## config.mk

```make
export PLATFORM = sky130hd
export DESIGN_NAME = ptp_tod_unit
export DESIGN_NICKNAME = d
export VERILOG_FILES = /design/src/rtl/ptp_tod_pkg.sv /design/src/rtl/ptp_tod_incr.sv /design/src/rtl/ptp_tod_norm.sv /design/src/rtl/ptp_tod_unit.sv
export SDC_FILE = /design/constraint.sdc
export NUM_CORES = 1
export LEC_CHECK = 0
export BUFFER_PORTS_ARGS = -buffer_cell sky130_fd_sc_hd__buf_2
export CAP_MARGIN = 10
export CORE_MARGIN = 4
export CORE_UTILIZATION = 35
export DETAILED_ROUTE_END_ITERATION = 16
export PLACE_DENSITY = 0.6
export SKIP_CTS_REPAIR_TIMING = 1
export SYNTH_ARGS = -nofsm -noshare
export SYNTH_HDL_FRONTEND = slang
export SYNTH_SLANG_ARGS = --single-unit
```

## constraint.sdc

```tcl
create_clock -name clk -period 30.2 [get_ports clk]
set_clock_uncertainty 0.15 [all_clocks]
set_input_delay 1.51 -clock clk [delete_from_list [all_inputs] [get_ports clk]]
set_output_delay 1.51 -clock clk [all_outputs]
set_load 0.01 [all_outputs]
```

## src/rtl/ptp_tod_pkg.sv

```systemverilog
package ptp_tod_pkg;
  localparam int unsigned AW = 3;
  localparam logic [AW-1:0] A_NS     = 3'd0;
  localparam logic [AW-1:0] A_SEC_LO = 3'd1;
  localparam logic [AW-1:0] A_SEC_HI = 3'd2;
  localparam logic [AW-1:0] A_SUBNS  = 3'd3;
  localparam logic [AW-1:0] A_NSINC  = 3'd4;
  localparam logic [AW-1:0] A_ADJ    = 3'd5;
  localparam int unsigned ADJ_SIGN_BIT = 31;
endpackage

```

## src/rtl/ptp_tod_incr.sv

```systemverilog
module ptp_tod_incr #(
  parameter int unsigned SUB_W = 24,
  parameter int unsigned INC_W = 8,
  parameter int unsigned HI_W  = 16
) (
  input  logic             clk,
  input  logic             rst,
  input  logic             ld_sub,
  input  logic             ld_inc,
  input  logic [31:0]      wdata,
  output logic [SUB_W-1:0] act_sub,
  output logic [INC_W-1:0] act_ns,
  output logic [INC_W:0]   step,
  output logic [31:0]      sub_word
);
  localparam int unsigned LO_W  = SUB_W - HI_W;
  localparam int unsigned PAD_W = 32 - HI_W - LO_W;

  logic [SUB_W-1:0] pend_sub;
  logic [SUB_W-1:0] frac;
  logic [SUB_W:0]   frac_sum;

  assign frac_sum = {1'b0, frac} + {1'b0, act_sub};
  assign step     = {1'b0, act_ns} + {{INC_W{1'b0}}, frac_sum[SUB_W]};
  assign sub_word = {act_sub[LO_W-1:0], {PAD_W{1'b0}}, act_sub[SUB_W-1:LO_W]};

  always_ff @(posedge clk) begin
    if (rst) begin
      pend_sub <= '0;
      act_sub  <= '0;
      act_ns   <= '0;
      frac     <= '0;
    end else begin
      frac <= frac_sum[SUB_W-1:0];
      if (ld_sub) pend_sub <= {wdata[HI_W-1:0], wdata[31 -: LO_W]};
      if (ld_inc) begin
        act_ns  <= wdata[INC_W-1:0];
        act_sub <= pend_sub;
      end
    end
  end
endmodule

```

## src/rtl/ptp_tod_norm.sv

```systemverilog
module ptp_tod_norm #(
  parameter int unsigned NS_W    = 30,
  parameter int unsigned INC_W   = 8,
  parameter int unsigned NS_WRAP = 1_000_000_000
) (
  input  logic              [NS_W-1:0] ns_cur,
  input  logic              [INC_W:0]  step,
  input  logic                         adj_en,
  input  logic                         adj_neg,
  input  logic              [NS_W-1:0] adj_mag,
  output logic              [NS_W-1:0] ns_nxt,
  output logic signed       [2:0]      sec_adj
);
  localparam int unsigned SW = NS_W + 3;
  localparam logic signed [SW-1:0] WRAP1 = SW'(NS_WRAP);
  localparam logic signed [SW-1:0] WRAP2 = SW'(2 * longint'(NS_WRAP));

  logic signed [SW-1:0] base, mag, t, r;

  always_comb begin
    base = $signed({3'b000, ns_cur}) + $signed({{(SW-INC_W-1){1'b0}}, step});
    mag  = $signed({3'b000, adj_mag});
    if (!adj_en)      t = base;
    else if (adj_neg) t = base - mag;
    else              t = base + mag;
    if (t < 0) begin
      r = t + WRAP1;  sec_adj = -3'sd1;
    end else if (t >= WRAP2) begin
      r = t - WRAP2;  sec_adj = 3'sd2;
    end else if (t >= WRAP1) begin
      r = t - WRAP1;  sec_adj = 3'sd1;
    end else begin
      r = t;          sec_adj = 3'sd0;
    end
    ns_nxt = r[NS_W-1:0];
  end
endmodule

```

## src/rtl/ptp_tod_unit.sv

```systemverilog
module ptp_tod_unit #(
  parameter int unsigned SEC_HI_W = 16,
  parameter int unsigned NS_W     = 30,
  parameter int unsigned SUB_W    = 24,
  parameter int unsigned INC_W    = 8,
  parameter int unsigned NS_WRAP  = 1_000_000_000
) (
  input  logic                     clk,
  input  logic                     rst,
  input  logic                     wr_en,
  input  logic [2:0]               wr_addr,
  input  logic [31:0]              wr_data,
  input  logic                     rd_en,
  input  logic [2:0]               rd_addr,
  output logic [31:0]              rd_data,
  output logic                     rd_valid,
  output logic [32+SEC_HI_W-1:0]   tod_sec,
  output logic [NS_W-1:0]          tod_ns
);
  import ptp_tod_pkg::*;
  localparam int unsigned SEC_W = 32 + SEC_HI_W;

  logic [SEC_HI_W-1:0] sec_hi_hold;
  logic [SUB_W-1:0]    act_sub;
  logic [INC_W-1:0]    act_ns;
  logic [INC_W:0]      step;
  logic [31:0]         sub_word;
  logic [NS_W-1:0]     ns_nxt;
  logic signed [2:0]   sec_adj;
  logic                wr_ns, wr_slo, wr_shi, wr_sub, wr_inc, wr_adj;

  assign wr_ns  = wr_en && (wr_addr == A_NS);
  assign wr_slo = wr_en && (wr_addr == A_SEC_LO);
  assign wr_shi = wr_en && (wr_addr == A_SEC_HI);
  assign wr_sub = wr_en && (wr_addr == A_SUBNS);
  assign wr_inc = wr_en && (wr_addr == A_NSINC);
  assign wr_adj = wr_en && (wr_addr == A_ADJ);

  ptp_tod_incr #(.SUB_W(SUB_W), .INC_W(INC_W), .HI_W(16)) u_incr (
    .clk(clk), .rst(rst), .ld_sub(wr_sub), .ld_inc(wr_inc), .wdata(wr_data),
    .act_sub(act_sub), .act_ns(act_ns), .step(step), .sub_word(sub_word)
  );

  ptp_tod_norm #(.NS_W(NS_W), .INC_W(INC_W), .NS_WRAP(NS_WRAP)) u_norm (
    .ns_cur(tod_ns), .step(step), .adj_en(wr_adj),
    .adj_neg(wr_data[ADJ_SIGN_BIT]), .adj_mag(wr_data[NS_W-1:0]),
    .ns_nxt(ns_nxt), .sec_adj(sec_adj)
  );

  always_ff @(posedge clk) begin
    if (rst) begin
      tod_sec     <= '0;
      tod_ns      <= '0;
      sec_hi_hold <= '0;
    end else begin
      if (wr_shi) sec_hi_hold <= wr_data[SEC_HI_W-1:0];
      if (wr_ns) begin
        tod_ns <= wr_data[NS_W-1:0];
      end else begin
        tod_ns <= ns_nxt;
      end
      if (wr_slo)
        tod_sec <= {sec_hi_hold, wr_data};
      else if (!wr_ns)
        tod_sec <= tod_sec + {{(SEC_W-3){sec_adj[2]}}, sec_adj};
    end
  end

  always_ff @(posedge clk) begin
    if (rst) begin
      rd_data  <= '0;
      rd_valid <= 1'b0;
    end else begin
      rd_valid <= rd_en;
      if (rd_en) begin
        case (rd_addr)
          A_NS:     rd_data <= 32'(tod_ns);
          A_SEC_LO: rd_data <= tod_sec[31:0];
          A_SEC_HI: rd_data <= 32'(tod_sec[SEC_W-1:32]);
          A_SUBNS:  rd_data <= sub_word;
          A_NSINC:  rd_data <= 32'(act_ns);
          default:  rd_data <= '0;
        endcase
      end
    end
  end
endmodule

```

==> impl_metrics.csv <==
group,metric,value,unit
outcome,outcome,"finished, final reports clean",
yosys,ys.flop_type,"dfxtp_1",
critical_path,rr_startpoint,"u_incr.act_sub[0]",
global_route,grt_pass1_wl,109000,um
sta,finalHoldViolations,0,
power_and_ir_drop,switchingPower,318,uW
detailed_routing,viasPerCell,5.96,
global_route,grt_pass1_vias,18100,
placement,dp.final_hpwl,55700,um
power_and_ir_drop,power.internal,580,uW
critical_path,worst-endpoint-required,30.46,ns
power_and_ir_drop,peakVddDrop,29.3,uV
layout,layout-drive-gt1-share,0.116,
power_and_ir_drop,switching_share,0.354,
yosys,syn_area,18800,um^2
layout,nets,2744,
detailed_routing,routedWlPerCell,22.3,um
sta,fin_hold_ws,0.297,ns
yosys,synth_edf_count,0,
detailed_routing,first_pass_iters,5,
critical_path,rr_endpoint,"tod_sec[43]",
yosys,synthAdderAreaFrac,0.112,
critical_path,max_stage_delay,0.71,ns
floorplan,row_count,84,
layout,syn_to_final_growth,11.5,%
hold_path,hold_path_class,"reg -> reg",
yosys,netlist-cell-type-count,98,
critical_path,cp_common_cell,"a21oi_1",
hold_path,worstHoldPathCells,2,
critical_path,worstRegToRegCells,55,
yosys,synth_xor_area_frac,0.0593,
sta,drv_slew,0,
critical_path,cp_slowest_cell,"a211oi_2",
sta,finalSetupViolCount,0,
sta,worstMarginPinSlew,1.16,ns
yosys,ys_ff_latch,207,
floorplan,die-area,57300,um^2
yosys,synth_cells,2470,
floorplan,io_pins,153,
floorplan,initial_core_util,0.355,
global_route,antenna_found_initial,2,
floorplan,coreArea,52800,um^2
global_route,grt_use_total,0.241,
sta,min_period_over_period,0.494,
floorplan,die_w,239,um
yosys,yosysSeqAreaShare,0.221,
hold_path,hold-path-endpoint,"u_incr.act_sub[8]",
yosys,synthMuxAreaShare,0.0593,
detailed_routing,drc,0,
yosys,yosys.area_share.simple,0.211,
clock_network,cts_sinks,207,
placement,gp_congestion,0.966,
clock_network,clock_path_buffers,3,
placement,io_buffers,152,
clock_network,cts_tree,"yes",
power_and_ir_drop,p_seq_frac,0.337,
detailed_routing,drtIter0Drc,2124,
detailed_routing,wl,72200,um
detailed_routing,final_antenna_net_count,0,
critical_path,r2r_setup_slack,15.27,ns
power_and_ir_drop,power.share.clock,0.356,
yosys,synth_top_family_by_area,"compound AO/OA/AOI/OAI gates",
sta,rsz0062_at_grt,"false",
critical_path,worstSetupEndpointType,"register",
clock_network,htree_levels,1,
global_route,grt_max_degree,85,
hold_path,holdCritStartpoint,"u_incr.pend_sub[8]",
yosys,syn_nets,2677,
critical_path,crit_type,"reg -> reg",
layout,post-route-util,0.396,
power_and_ir_drop,power_leakage,9.13,nW
sta,tns,0,ns
yosys,synth_compound_area_frac,0.287,
yosys,syn_area_per_cell,7.59,um^2
sta,fin_crit,14.93,ns
critical_path,cp-start-kind,"register",
clock_network,clk_pin_slew,0.07,ns
clock_network,clock_latency,0.53,ns
global_route,grt_overflow,0,
critical_path,critPathMaxFanout,12,
clock_network,cts_made_buffers,22,
yosys,synth_async_sr_flop_share,0,
floorplan,die_y,239,um
layout,diodes,0,
detailed_routing,vias,19300,
sta,clock.fmax,67.0,MHz
sta,relSlewSlack,0.224,
clock_network,cts_root_buf,"clkbuf_16",
power_and_ir_drop,combPwrFrac,0.307,
power_and_ir_drop,powerDensity,43.0,nW/um^2
critical_path,arrival,15.19,ns
yosys,synth-warning-count,0,
run,drv_cap,0,
-- layer usage --
metal  global-route usage  vias up  part of all wire
li1                     -     9180                 -
met1                0.343     9256              0.46
met3               0.0297      132             0.069
met2                0.381      761              0.44
met5                    0        -           0.00014
met4               0.0725        2             0.036
-- layout make-up --
type,count,area (um^2)
Clock inverter,8,171
Clock buffer,32,679
Inverter,99,372
Tap cell,688,861
Sequential cell,207,4140
Timing Repair Buffer,178,965
Fill cell,5467,31900
Multi-Input combinational cell,2029,13700
-- per-stage QoR --
step | cell area (um^2) | instances | total power, mW | setup WS, ns
2_1_floorplan | 18800 | 2470 | 0.491 | 18.01
3_3_place_gp | 20100 | 3201 | 0.577 | 15.93
3_5_place_dp | 20100 | 3201 | 0.578 | 15.67
4_1_cts | 20900 | 3241 | 0.899 | 15.62
5_1_grt | 20900 | 3241 | 0.938 | 14.55
6_report | 20900 | 3241 | 0.899 | 15.27
-- registers in the layout (all words and copies together) (netlist names) --
signal / flops
rd_data: 32
rd_valid: 1
sec_hi_hold: 16
tod_ns: 30
tod_sec: 48
u_incr.act_ns: 8
u_incr.act_sub: 24
u_incr.frac: 24
u_incr.pend_sub: 24
-- power groups by stage --
stage	combinational, mW	sequential (mW)	clock [mW]
global placement	0.268	0.308	0
finish	0.276	0.303	0.320
detailed placement	0.270	0.309	0
global route	0.300	0.303	0.335
CTS	0.272	0.302	0.325
floorplan	0.189	0.302	0
-- cells in the mapped netlist (all sizes together), types with 33 or more instances --
| library cell | instances | share of area |
|---|---|---|
| a211oi | 71 | 0.029 |
| a21o | 48 | 0.019 |
| a21oi | 260 | 0.069 |
| a221oi | 33 | 0.016 |
| clkbuf | 106 | 0.021 |
| dfxtp | 207 | 0.22 |
| ha | 159 | 0.11 |
| inv | 98 | 0.020 |
| mux2i | 74 | 0.039 |
| nand2 | 275 | 0.055 |
| nand3 | 58 | 0.016 |
| nor2 | 223 | 0.045 |
| nor2b | 60 | 0.020 |
| nor3 | 45 | 0.012 |
| o21a | 35 | 0.014 |
| o21ai | 100 | 0.027 |
| xnor2 | 89 | 0.042 |
| xor2 | 38 | 0.018 |
-- critical path, delay by kind of cell, from the launching register on --
kind,cells,cell delay (ns)
AOI/OAI and AO/OA,35,9.89
DFF,1,0.32
xor gates and xnor gates,1,0.32
adders and majority gates,6,1.93
and+or+nand+nor,9,1.48
buffers and inverters,4,0.66
-- worst max-delay path by stage --
stage                           start           to  slack [ns]
floorplan           u_incr.act_sub[0]  tod_sec[43]       18.01
global placement    u_incr.act_sub[0]  tod_sec[43]       15.93
detailed placement  u_incr.act_sub[0]  tod_sec[43]       15.67
CTS                 u_incr.act_sub[0]  tod_sec[43]       15.62
global route        u_incr.act_sub[0]  tod_sec[43]       14.55
finish              u_incr.act_sub[0]  tod_sec[43]       15.27
-- cell usage in the layout, fill, tap and decap left out, drive strengths merged, types with 74 or more instances in the layout --
| cell type | count |
|---|---|
| nor2 | 223 |
| dfxtp | 207 |
| a21oi | 260 |
| xnor2 | 89 |
| o21ai | 100 |
| mux2i | 74 |
| inv | 99 |
| nand2 | 275 |
| buf | 178 |
| ha | 159 |
-- kinds of logic after synthesis --
logic type	after synthesis
mux	99
fa+ha+maj	165
simple gates	838
buf+inv	234
xor+xnor	127
flops	207
compound gates	800
(Power assumes the default switching activity.)
